==> config.mk <==
export PLATFORM = sky130hd
export DESIGN_NAME = link_train_fsm
export DESIGN_NICKNAME = d
export VERILOG_FILES = /design/src/rtl/link_train_pkg.sv /design/src/rtl/lt_timer.sv /design/src/rtl/lt_retry.sv /design/src/rtl/lt_cfg_latch.sv /design/src/rtl/link_train_fsm.sv
export SDC_FILE = /design/constraint.sdc
export NUM_CORES = 1
export LEC_CHECK = 0
export ABC_AREA = 0
export BUFFER_PORTS_ARGS = -buffer_cell sky130_fd_sc_hd__buf_2
export CORE_MARGIN = 1.5
export CORE_UTILIZATION = 50
export DETAILED_ROUTE_END_ITERATION = 8
export MAX_ROUTING_LAYER = met4
export PLACE_DENSITY_LB_ADDON = 0.2
export SLEW_MARGIN = 20
export SYNTH_ARGS = -nofsm -noshare
export SYNTH_HDL_FRONTEND = slang
export SYNTH_SLANG_ARGS = --single-unit
==> constraint.sdc <==
create_clock -name clk_i -period 2.86 [get_ports clk_i]
set_clock_uncertainty 0.05 [all_clocks]
set_input_delay 0.286 -clock clk_i [delete_from_list [all_inputs] [get_ports clk_i]]
set_output_delay 0.286 -clock clk_i [all_outputs]
set_load 0.02 [all_outputs]
==> src/rtl/link_train_pkg.sv <==
package link_train_pkg;
  typedef enum logic [2:0] {
    LT_IDLE    = 3'd0,
    LT_DETECT  = 3'd1,
    LT_POLL    = 3'd2,
    LT_CONFIG  = 3'd3,
    LT_ACTIVE  = 3'd4,
    LT_RECOVER = 3'd5,
    LT_LOWPWR  = 3'd6
  } lt_state_e;

  localparam logic [2:0] RATE_NONE = 3'd0;
  localparam logic [2:0] RATE_GEN1 = 3'd1;
endpackage

==> src/rtl/lt_timer.sv <==
module lt_timer #(
  parameter int unsigned TMO_CYC = 16
) (
  input  logic clk_i,
  input  logic rst_ni,
  input  logic clr_i,
  output logic expired_o
);
  localparam int unsigned TW = (TMO_CYC > 1) ? $clog2(TMO_CYC) : 1;

  logic [TW-1:0] cnt_q;

  always_ff @(posedge clk_i or negedge rst_ni) begin
    if (!rst_ni)    cnt_q <= '0;
    else if (clr_i) cnt_q <= '0;
    else            cnt_q <= cnt_q + 1'b1;
  end

  assign expired_o = (cnt_q == TW'(TMO_CYC - 1));
endmodule

==> src/rtl/lt_retry.sv <==
module lt_retry #(
  parameter int unsigned TRIES = 3
) (
  input  logic clk_i,
  input  logic rst_ni,
  input  logic clr_i,
  input  logic inc_i,
  output logic last_o
);
  localparam int unsigned CW = (TRIES > 1) ? $clog2(TRIES) : 1;

  logic [CW-1:0] cnt_q;

  always_ff @(posedge clk_i or negedge rst_ni) begin
    if (!rst_ni)    cnt_q <= '0;
    else if (clr_i) cnt_q <= '0;
    else if (inc_i) cnt_q <= cnt_q + 1'b1;
  end

  assign last_o = (cnt_q == CW'(TRIES - 1));
endmodule

==> src/rtl/lt_cfg_latch.sv <==
module lt_cfg_latch #(
  parameter int unsigned MAX_WIDTH = 32,
  localparam int unsigned WW = $clog2(MAX_WIDTH + 1)
) (
  input  logic          clk_i,
  input  logic          rst_ni,
  input  logic          load_i,
  input  logic [WW-1:0] width_i,
  input  logic          rev_i,
  output logic          valid_o,
  output logic [WW-1:0] width_o,
  output logic          rev_o
);
  assign valid_o = (width_i != '0) && (width_i <= WW'(MAX_WIDTH));

  always_ff @(posedge clk_i or negedge rst_ni) begin
    if (!rst_ni) begin
      width_o <= '0;
      rev_o   <= 1'b0;
    end else if (load_i) begin
      width_o <= width_i;
      rev_o   <= rev_i;
    end
  end
endmodule

==> src/rtl/link_train_fsm.sv <==
module link_train_fsm
  import link_train_pkg::*;
#(
  parameter int unsigned TMO_CYC     = 16,
  parameter int unsigned RECOV_TRIES = 3,
  parameter int unsigned MAX_WIDTH   = 32,
  localparam int unsigned WW = $clog2(MAX_WIDTH + 1)
) (
  input  logic          clk_i,
  input  logic          rst_ni,
  input  logic          perst_ni,
  input  logic          refclk_ok_i,
  input  logic          rx_detect_i,
  input  logic          sym_lock_i,
  input  logic          lane_align_i,
  input  logic [WW-1:0] width_i,
  input  logic          lane_rev_i,
  input  logic          err_i,
  input  logic          idle_req_i,
  input  logic          wake_i,
  output logic [2:0]    state_o,
  output logic [2:0]    rate_o,
  output logic          ts_tx_o,
  output logic          link_up_o,
  output logic [WW-1:0] width_o,
  output logic          lane_rev_o
);
  lt_state_e state_q, state_d;
  logic perst_q, armed_q, armed_d;
  logic perst_rise, expired, retry_last, width_ok;
  logic restart, load_cfg, retry_inc, timed, tmr_clr, retry_clr;

  assign perst_rise = perst_ni & ~perst_q;

  always_comb begin
    state_d   = state_q;
    armed_d   = armed_q;
    restart   = 1'b0;
    load_cfg  = 1'b0;
    retry_inc = 1'b0;
    if (!perst_ni) begin
      state_d = LT_IDLE;
      armed_d = 1'b0;
    end else begin
      unique case (state_q)
        LT_IDLE: begin
          if ((perst_rise || armed_q) && refclk_ok_i) begin
            state_d = LT_DETECT;
            armed_d = 1'b0;
          end else if (perst_rise) begin
            armed_d = 1'b1;
          end
        end
        LT_DETECT: begin
          if (rx_detect_i)  state_d = LT_POLL;
          else if (expired) restart = 1'b1;
        end
        LT_POLL: begin
          if (sym_lock_i)   state_d = LT_CONFIG;
          else if (expired) state_d = LT_DETECT;
        end
        LT_CONFIG: begin
          if (lane_align_i && width_ok) begin
            state_d  = LT_ACTIVE;
            load_cfg = 1'b1;
          end else if (expired) begin
            state_d = LT_DETECT;
          end
        end
        LT_ACTIVE: begin
          if (err_i)           state_d = LT_RECOVER;
          else if (idle_req_i) state_d = LT_LOWPWR;
        end
        LT_RECOVER: begin
          if (sym_lock_i) begin
            state_d = LT_ACTIVE;
          end else if (expired) begin
            if (retry_last) state_d = LT_DETECT;
            else begin
              retry_inc = 1'b1;
              restart   = 1'b1;
            end
          end
        end
        LT_LOWPWR: begin
          if (wake_i) state_d = LT_RECOVER;
        end
        default: state_d = LT_IDLE;
      endcase
    end
  end

  always_ff @(posedge clk_i or negedge rst_ni) begin
    if (!rst_ni) begin
      state_q <= LT_IDLE;
      perst_q <= 1'b1;  // a level held high since reset is not a release
      armed_q <= 1'b0;
    end else begin
      state_q <= state_d;
      perst_q <= perst_ni;
      armed_q <= armed_d;
    end
  end

  assign timed     = (state_q == LT_DETECT) || (state_q == LT_POLL) ||
                     (state_q == LT_CONFIG) || (state_q == LT_RECOVER);
  assign tmr_clr   = (state_d != state_q) || restart || !timed;
  assign retry_clr = (state_d != LT_RECOVER);

  lt_timer #(.TMO_CYC(TMO_CYC)) i_timer (
    .clk_i     (clk_i),
    .rst_ni    (rst_ni),
    .clr_i     (tmr_clr),
    .expired_o (expired)
  );

  lt_retry #(.TRIES(RECOV_TRIES)) i_retry (
    .clk_i  (clk_i),
    .rst_ni (rst_ni),
    .clr_i  (retry_clr),
    .inc_i  (retry_inc),
    .last_o (retry_last)
  );

  lt_cfg_latch #(.MAX_WIDTH(MAX_WIDTH)) i_cfg (
    .clk_i   (clk_i),
    .rst_ni  (rst_ni),
    .load_i  (load_cfg),
    .width_i (width_i),
    .rev_i   (lane_rev_i),
    .valid_o (width_ok),
    .width_o (width_o),
    .rev_o   (lane_rev_o)
  );

  assign state_o   = state_q;
  assign rate_o    = (state_q == LT_IDLE) ? RATE_NONE : RATE_GEN1;
  assign ts_tx_o   = (state_q == LT_POLL) || (state_q == LT_CONFIG) ||
                     (state_q == LT_RECOVER);
  assign link_up_o = (state_q == LT_ACTIVE);
endmodule

* Word level (Yosys, flattened, before mapping) *
Cells that the tools add are included.

operators by class
  magnitude comparators = 1
  bitwise operators = 2
  multiplexer cells = 33
  equal/unequal tests = 12
  add/sub/neg operators = 2
  $mul = 0
  reductions and logical operators = 16
  shifts and indexed selects = 0
  divide/modulo/power cells = 0

operators by type and width
  cell                                                                   number
  3-bit 2-to-1 mux                                                       12
  3-bit case mux with 7 select lines                                     1
  1-bit 2-to-1 mux                                                       16
  3-bit equality test, second input constant                             3
  1-bit logical OR                                                       8
  3-bit by 2-bit equality test with 1-bit output, second input constant  2
  6-bit less-or-equal comparator, second input constant                  1
  6-bit nonzero test                                                     1
  4-bit by 1-bit adder with 4-bit output, second input constant          1
  4-bit equality test, second input constant                             1
  2-bit 2-to-1 mux                                                       2
  4-bit 2-to-1 mux                                                       1
  3-bit by 1-bit equality test with 1-bit output, second input constant  1
  1-bit logical AND                                                      3
  3-bit zero test                                                        1
  3-bit by 1-bit != test with 1-bit output, second input constant        1
  3-bit != test                                                          1
  3-bit != test, second input constant                                   1
  2-bit by 1-bit adder with 2-bit output, second input constant          1
  2-bit equality test, second input constant                             1
  2-bit by 1-bit != test with 1-bit output, second input constant        1
  1-bit case mux with 2 select lines                                     1
  2-bit AND reduction                                                    1
  2-bit nonzero test                                                     1
  3 further kinds                                                        3

word-level totals
  word-level logic and storage cells = 73
  bits of input ports = 17
  bits in latches = 0
  bits in read-only memories = 0
  memories kept = 0
  bits in registers = 18
  RAM bits = 0

* Logic depth before layout (Yosys ltp) *
Gate-level depths: netlist of run 1.

  depth after elaboration = 11
  gate-level depth with buffers = 7
  mapped depth without buffers = 7

* Cells and area by module *
Synthesis of run 1 repeated with hierarchy kept, for this count alone.

unflattened totals
  cell total of the unflattened synthesis = 113
  area total of the unflattened synthesis = 1,138.6 µm²

by module, submodules not included
  module          seq. area each (µm²)  cells each  times used  area an instance (µm²)
  link_train_fsm  126.4                 72          1           583.1
  lt_cfg_latch    175.2                 18          1           277.8
  lt_timer        100.1                 14          1           177.7
  lt_retry        50.0                  9           1           100.1

* Worst setup path before layout of run 1 *
No wires, ideal clock.

  path kind = reg-to-reg
  start point = register state_q[2] (netlist: state_o[2])
  end point = register i_retry.cnt_q[1]
  slack = 0.737 ns
  stages on the path, launching flop included = 8
  arrival time = 1.986 ns
  buffers on the path = 1
  clock period less this slack = 2.123 ns
  library setup time = 0.087 ns
  cells stage by stage = dfrtp_1 > buf_2 > nor2_1 > a311oi_1 > o21ai_0 > a31oi_1 > or3b_1 > a211oi_2

between the ends
  cells in the longest elaborated chain, start to end = 7
  elaborated cells on any way between the ends = 25
  those cells by class = eq/ne (7); mux (16); reduce/logical (2)

ends and longest elaborated chain
  element                                                 line                   source
  start, declared                                         link_train_fsm.sv:28   lt_state_e state_q, state_d;
  start signal, assigned                                  link_train_fsm.sv:99   state_q <= state_d;
  3-bit 2-to-1 mux                                        link_train_fsm.sv:78   if (retry_last) state_d = LT_DETECT;
  3-bit 2-to-1 mux                                        link_train_fsm.sv:77   end else if (expired) begin
  3-bit 2-to-1 mux                                        link_train_fsm.sv:75   if (sym_lock_i) begin
  3-bit case mux with 7 select lines                      link_train_fsm.sv:45   unique case (state_q)
  3-bit 2-to-1 mux                                        link_train_fsm.sv:41   if (!perst_ni) begin
  3-bit != test                                           link_train_fsm.sv:108  assign retry_clr = (state_d != LT_RECOVER);
  2-bit 2-to-1 mux or 2-bit nonzero test (tied branches)  n/a
  end signal, assigned                                    lt_retry.sv:17         else if (inc_i) cnt_q <= cnt_q + 1'b1;
  end, declared                                           lt_retry.sv:12         logic [CW-1:0] cnt_q;

Parallel ways exist; a longest one is shown, timed or not.
A chain may end at the register's enable or synchronous reset.

* Worst setup path in the final report of run 1 *
  start point = register state_q[0] (netlist: state_o[0])
  end point = register i_retry.cnt_q[1]

Same word-level chain as after synthesis.

==> flow_summary.toml, run 1 <==
[run_status]
outcome = "finished, final reports clean"

[synth]
muxShareOfSynthArea_pct = 7.16
synthAdderAreaFrac_pct = 2.27
seq_area_frac_synth_pct = 41.0
synth_xor_area_share_pct = 3.18
ys.flop_type = "dfrtp_1"
ys_ff_latch = 18
synth_top_family_by_area = "simple AND/OR/NAND/NOR gates"
synth_enable_flop_cells = 0
ys.warnings.count = 0
synthArstFlopShare_pct = 100
synth-compound-area-share_pct = 16.4
syn_avg_cell_area_um2 = 9.66
ys_types = 42
netlist_area_mm2 = 0.00110
synth_cells = 114
synth-simple-area-share_pct = 24.4

[critical_path]
setup.worst_path.start_class = "register"
cp-end-kind = "register"
cp.arrival_ns = 2.59
slowest_stage = "dfrtp_1"
reg2reg_depth = 6
worstPathCellList = "nor2_1 > a311oi_1 > o21ai_0 > a31oi_1 > or3b_1 > a211oi_2"
critPathRequiredTime_ns = 3.03
rr_endpoint = "i_retry.cnt_q[1]$_DFFE_PN0P_"
max_stage_delay_ns = 0.62
crit_fanout = 17
reg2reg_setup_slack_ns = 0.44
r2r_start = "state_o[0]$_DFF_PN0_"
criticalPathCategory = "register to register"

[final_layout]
area_growth_pct = 16.7
final_cells = 170
seqCellArea_um2 = 452
drive_above_1_share_pct = 28.0
multi_input_area_um2 = 596
nNetsFinal = 163
n_fill_cell = 178
diodes = 0

[min_path]
hold_path.class = "primary input to register"
whs_path_depth = 1
min_from = "perst_ni"
holdPathEnd = "perst_q$_DFF_PN1_"

[grt]
grt_max_degree = 19
grt_pass1_vias = 840
grt_util_met2_pct = 29.1
grt_usage_pct = 20.3
overflow = 0
antenna_found_initial = 0
grt.busiest_layer = "met2"
use_met1_pct = 28.1
grt_pass1_wl_um = 3770
met3_usage_pct = 2.73

[die]
die_area_mm2 = 0.00249
start_util_pct = 54.5
fp-row-count = 16
die_height_um = 49.9
io_pins = 32
die-width_um = 49.9
core_area_mm2 = 0.00202

[clock_tree]
htree_levels = 1
post_cts_resized = 0
cts_sinks = 18
clk_pin_slew_ns = 0.10
tritoncts = "built"
insertion_delay_ns = 0.29
postCtsSetupRepairBufs = 0
cts_inserted_buffers = 3
root_buffer = "clkbuf_4"
clockBufferDepth = 2
ctsHoldBuffers = 1

[sta]
hold_violations = 0
finalCriticalPeriod_ns = 2.42
worst_slack_ns = 0.438
setup_viol = 0
drv_slew = 0
fin_crit_sh_pct = 84.7
fin_tns_setup_ns = 0
max_freq_mhz = 413
grt_setup_unrepaired = "false"

[routing]
vias_per_cell = 5.67
firstDrtPassIters = 4
drc = 0
ant_nets = 0
drt_wl_total_um = 2180
dr_total_vias = 964
wl_per_cell_um = 12.8
first_iter_violations = 33

[power_and_ir_drop]
p_leak_nw = 0.649
power.total_w = 0.000588
ir_worst_vdd_mv = 0.332
p_per_area_mw_per_mm2 = 458

[place]
dp_hpwl_um = 1700
routabilityCongestion = 0.986
dpl_worst_slack_ns = 0.527
numPortBuffers = 29
dp_cells = 165

[job]
drv_cap = 0
## flip-flops by register name, indices dropped and copies added (netlist names)
signal,cells
i_cfg.rev_o,1
i_timer.cnt_q,4
perst_q,1
i_cfg.width_o,6
state_o,3
i_retry.cnt_q,2
armed_q,1
## area by class of cell
| class | count | share of cell area (%) |
|---|---|---|
| Clock buffer | 4 | 2.04 |
| Sequential cell | 18 | 35.2 |
| Multi-Input combinational cell | 85 | 46.3 |
| Inverter | 6 | 1.75 |
| Tap cell | 27 | 2.63 |
| Timing Repair Buffer | 30 | 12.1 |
## per-stage QoR
| step | hold WS (ns) | utilization, % | cell area, um2 |
|---|---|---|---|
| 4_1_cts | 0.102 | 63.6 | 1280 |
| 5_1_grt | 0.0954 | 63.6 | 1280 |
| 2_1_floorplan | -0.0596 | - | 1100 |
| 3_5_place_dp | 0.182 | 61.8 | 1250 |
| 6_report | 0.112 | 63.6 | 1280 |
| 3_3_place_gp | 0.176 | 61.8 | 1250 |
## Yosys cell counts (2+ instances only)
library cell  count  area [um2]
a211oi_1          2        15.0
a21oi_1           6        30.0
a31oi_1           2        12.5
and3_1            2        12.5
buf_4             3        22.5
clkbuf_1          2        7.51
dfrtp_1          17         425
ha_1              2        25.0
inv_1             6        22.5
mux2_1            7        78.8
nand2_1           6        22.5
nand3_1           6        30.0
nand4_1           2        12.5
nor2_1            6        22.5
nor2b_1           4        25.0
nor3_1            6        30.0
nor4bb_1          3        30.0
o211a_1           2        20.0
o211ai_1          2        15.0
o21ai_0           4        20.0
xnor2_1           3        26.3
## layout by cell type, fill, tap and decap left out, types with 2 or more instances in the layout
master / count
and3_1: 2
nor4bb_1: 3
o211ai_1: 2
xnor2_1: 3
nand2_1: 6
a21oi_1: 6
nor2_1: 6
conb_1: 2
a211oi_1: 2
nand4_1: 2
ha_1: 2
nor2b_1: 4
clkbuf_4: 3
nand3_1: 6
dfrtp_1: 17
o21ai_0: 4
buf_2: 29
inv_1: 6
a31oi_1: 2
o211a_1: 2
mux2_1: 7
nor3_1: 6
## layer usage
layer | wire length (um) | vias up
met2 | 937 | 47
met3 | 154 | 7
met1 | 1040 | 439
met4 | 49 | 0
met5 | 0 | -
li1 | - | 471
## worst max-delay path by stage
stage	start	endpoint	slack, ns	cells after the start
2_1_floorplan	state_o[2]$_DFF_PN0_	i_retry.cnt_q[1]$_DFFE_PN0P_	0.74	7
6_report	state_o[0]$_DFF_PN0_	i_retry.cnt_q[1]$_DFFE_PN0P_	0.44	6
3_5_place_dp	i_timer.cnt_q[0]$_DFF_PN0_	i_retry.cnt_q[1]$_DFFE_PN0P_	0.53	7
4_1_cts	i_timer.cnt_q[0]$_DFF_PN0_	i_retry.cnt_q[1]$_DFFE_PN0P_	0.48	7
3_3_place_gp	width_i[0]	i_cfg.width_o[1]$_DFFE_PN0P_	0.60	6
5_1_grt	state_o[0]$_DFF_PN0_	i_retry.cnt_q[1]$_DFFE_PN0P_	0.23	6
## critical path, delay by kind of cell (launching register included)
kind,cells,cell delay (ns)
AND/OR/NAND/NOR,2,0.59
AO/OA/AOI/OAI,4,1.09
flip-flops,1,0.62
## where the power goes
group	total [W]	leakage, nW	switching (W)	internal (W)
clock	0.000130	0.0150	0.0000755	0.0000543
sequential	0.000296	0.246	0.0000228	0.000273
combinational	0.000163	0.388	0.0000978	0.0000650
total	0.000588	0.649	0.000196	0.000392
## kinds of logic (layout without fill, tap and decap cells)
group	after synthesis	in the layout
xor+xnor	4	4
fa+ha+maj	2	2
other cells	1	2
compound gates	26	26
mux	7	7
buf+inv	12	40
simple gates	44	44
flops	18	18
Note: power is estimated with default switching activity, not from simulation.
==> run 2, diff against run 1 <==
- clock period: 2.86 -> 2.4 ns (I/O delays scaled with it)
==> run 2 against run 1 <==
Effect of this change:
- non-clock buffer count rose by 5
- clock power rose by 18%
- maximum frequency rose by 8.5%
- via count rose by 5.4%
- first-iteration DRC count fell by 30%
- register-to-register slack got worse by 0.27 ns
- final cell count rose by 2.9%
- flip-flop and latch count did not move
- utilization rose by 1.9 points
==> flow_summary.toml, run 2 (same netlist as run 1, synthesis figures left out) <==
[critical_path]
reg2reg_depth = 7
rr_endpoint = "i_retry.cnt_q[1]$_DFFE_PN0P_"
cp-end-kind = "register"
cp.arrival_ns = 2.40
setup.worst_path.start_class = "register"
critPathRequiredTime_ns = 2.56
cp-startpoint = "i_timer.cnt_q[0]$_DFF_PN0_"
criticalPathCategory = "register to register"
reg2reg_setup_slack_ns = 0.17
crit_fanout = 3
r2r_start = "i_timer.cnt_q[0]$_DFF_PN0_"

[sta]
drv_slew = 0
finalCriticalPeriod_ns = 2.23
fin_tns_setup_ns = 0
hold_violations = 0
max_freq_mhz = 448
fin_crit_sh_pct = 93.0
setup_viol = 0
grt_setup_unrepaired = "false"

[grt]
grt_usage_pct = 21.8
antenna_found_initial = 0
grt_pass1_wl_um = 4130
grt_max_degree = 19
overflow = 0
grt_pass1_vias = 937

[routing]
drc = 0
vias_per_cell = 5.81
drt_wl_total_um = 2440
dr_total_vias = 1016
firstDrtPassIters = 4
ant_nets = 0
first_iter_violations = 23
wl_per_cell_um = 13.9

[die]
io_pins = 32
die_height_um = 49.9
fp-row-count = 16
start_util_pct = 54.5
die_area_mm2 = 0.00249
die-width_um = 49.9
core_area_mm2 = 0.00202

[final_layout]
final_cells = 175
stdcell_area_mm2 = 0.00132
area_growth_pct = 20.1
drive_above_1_share_pct = 30.4
layout_commonest_cell = "buf_2"
diodes = 0
regMostFlops = "i_cfg.width_o"
mostFrequentLayoutCells = "buf_2 (29), dfrtp_1 (17), mux2_1 (7)"
largest_reg_flops = 6
nNetsFinal = 168

[min_path]
hold_path.class = "primary input to register"
holdPathEnd = "perst_q$_DFF_PN1_"
whs_path_depth = 1
min_from = "perst_ni"

[power_and_ir_drop]
p_per_area_mw_per_mm2 = 541
ir_worst_vdd_mv = 0.398
power.total_w = 0.000716
p_leak_nw = 0.673

[run_status]
outcome = "finished, final reports clean"

[clock_tree]
root_buffer = "clkbuf_4"
clockBufferDepth = 2
clk_pin_slew_ns = 0.10
postCtsSetupRepairBufs = 0
cts_inserted_buffers = 3
insertion_delay_ns = 0.29
cts_sinks = 18
tritoncts = "built"
htree_levels = 1

[place]
dp_hpwl_um = 1880
dp_cells = 170
routabilityCongestion = 0.898
numPortBuffers = 29
placed_area_mm2 = 0.00129

[job]
drv_cap = 0
run 2: repair_timing:
item                                    CTS  global route
gates resized for setup                   0             0
endpoints found under the hold margin    17             0
hold buffers                              1             0
endpoints found under the setup margin    0             0
run 2: report_power, final:
part	switching (W)	leakage, nW	total [W]	internal, W
Sequential	0.0000177	0.246	0.000343	0.000325
Combinational	0.000132	0.413	0.000219	0.0000870
Clock	0.0000887	0.0150	0.000153	0.0000645
run 2: through the flow:
step	hold WS [ns]	utilization, %	setup WS (ns)
CTS	0.0626	65.4	0.207
global placement	0.126	63.6	0.210
floorplan	-0.106	-	0.277
global route	0.0664	65.4	0.0192
detailed placement	0.141	63.6	0.146
finish	0.0693	65.4	0.168
run 2: layout make-up:
type	instances	area, um2
inverter	6	22.5
timing repair buffer	35	193
clock buffer	4	26.3
tap	27	33.8
sequential	18	452
fill	166	699
multi-input combinational	85	596
run 2: layer usage:
layer  wire length [um]  GRT usage, %  up-vias  part of all wire, %
li1                   -             -      483                    -
met1               1100          28.2      485                   45
met2               1170          36.2       43                   48
met3                142          2.42        5                  5.8
met4                 24          6.48        0                 0.99
met5                  0             -        -                    0
run 2: worst max-delay path, stage by stage (launching register included):
cell,delay [ns]
dfrtp_1,0.41
ha_1,0.22
nand3_1,0.12
a311oi_1,0.36
o21ai_0,0.15
a31oi_1,0.24
or3b_1,0.42
a211oi_2,0.20
run 2: worst max-delay path by stage:
stage	endpoint	slack (ns)	depth (start not counted)
6_report	i_retry.cnt_q[1]$_DFFE_PN0P_	0.17	7
3_3_place_gp	i_cfg.rev_o$_DFFE_PN0P_	0.21	6
4_1_cts	i_retry.cnt_q[0]$_DFFE_PN0P_	0.21	7
3_5_place_dp	i_cfg.width_o[4]$_DFFE_PN0P_	0.15	6
5_1_grt	i_retry.cnt_q[0]$_DFFE_PN0P_	0.02	7
2_1_floorplan	i_retry.cnt_q[1]$_DFFE_PN0P_	0.28	7
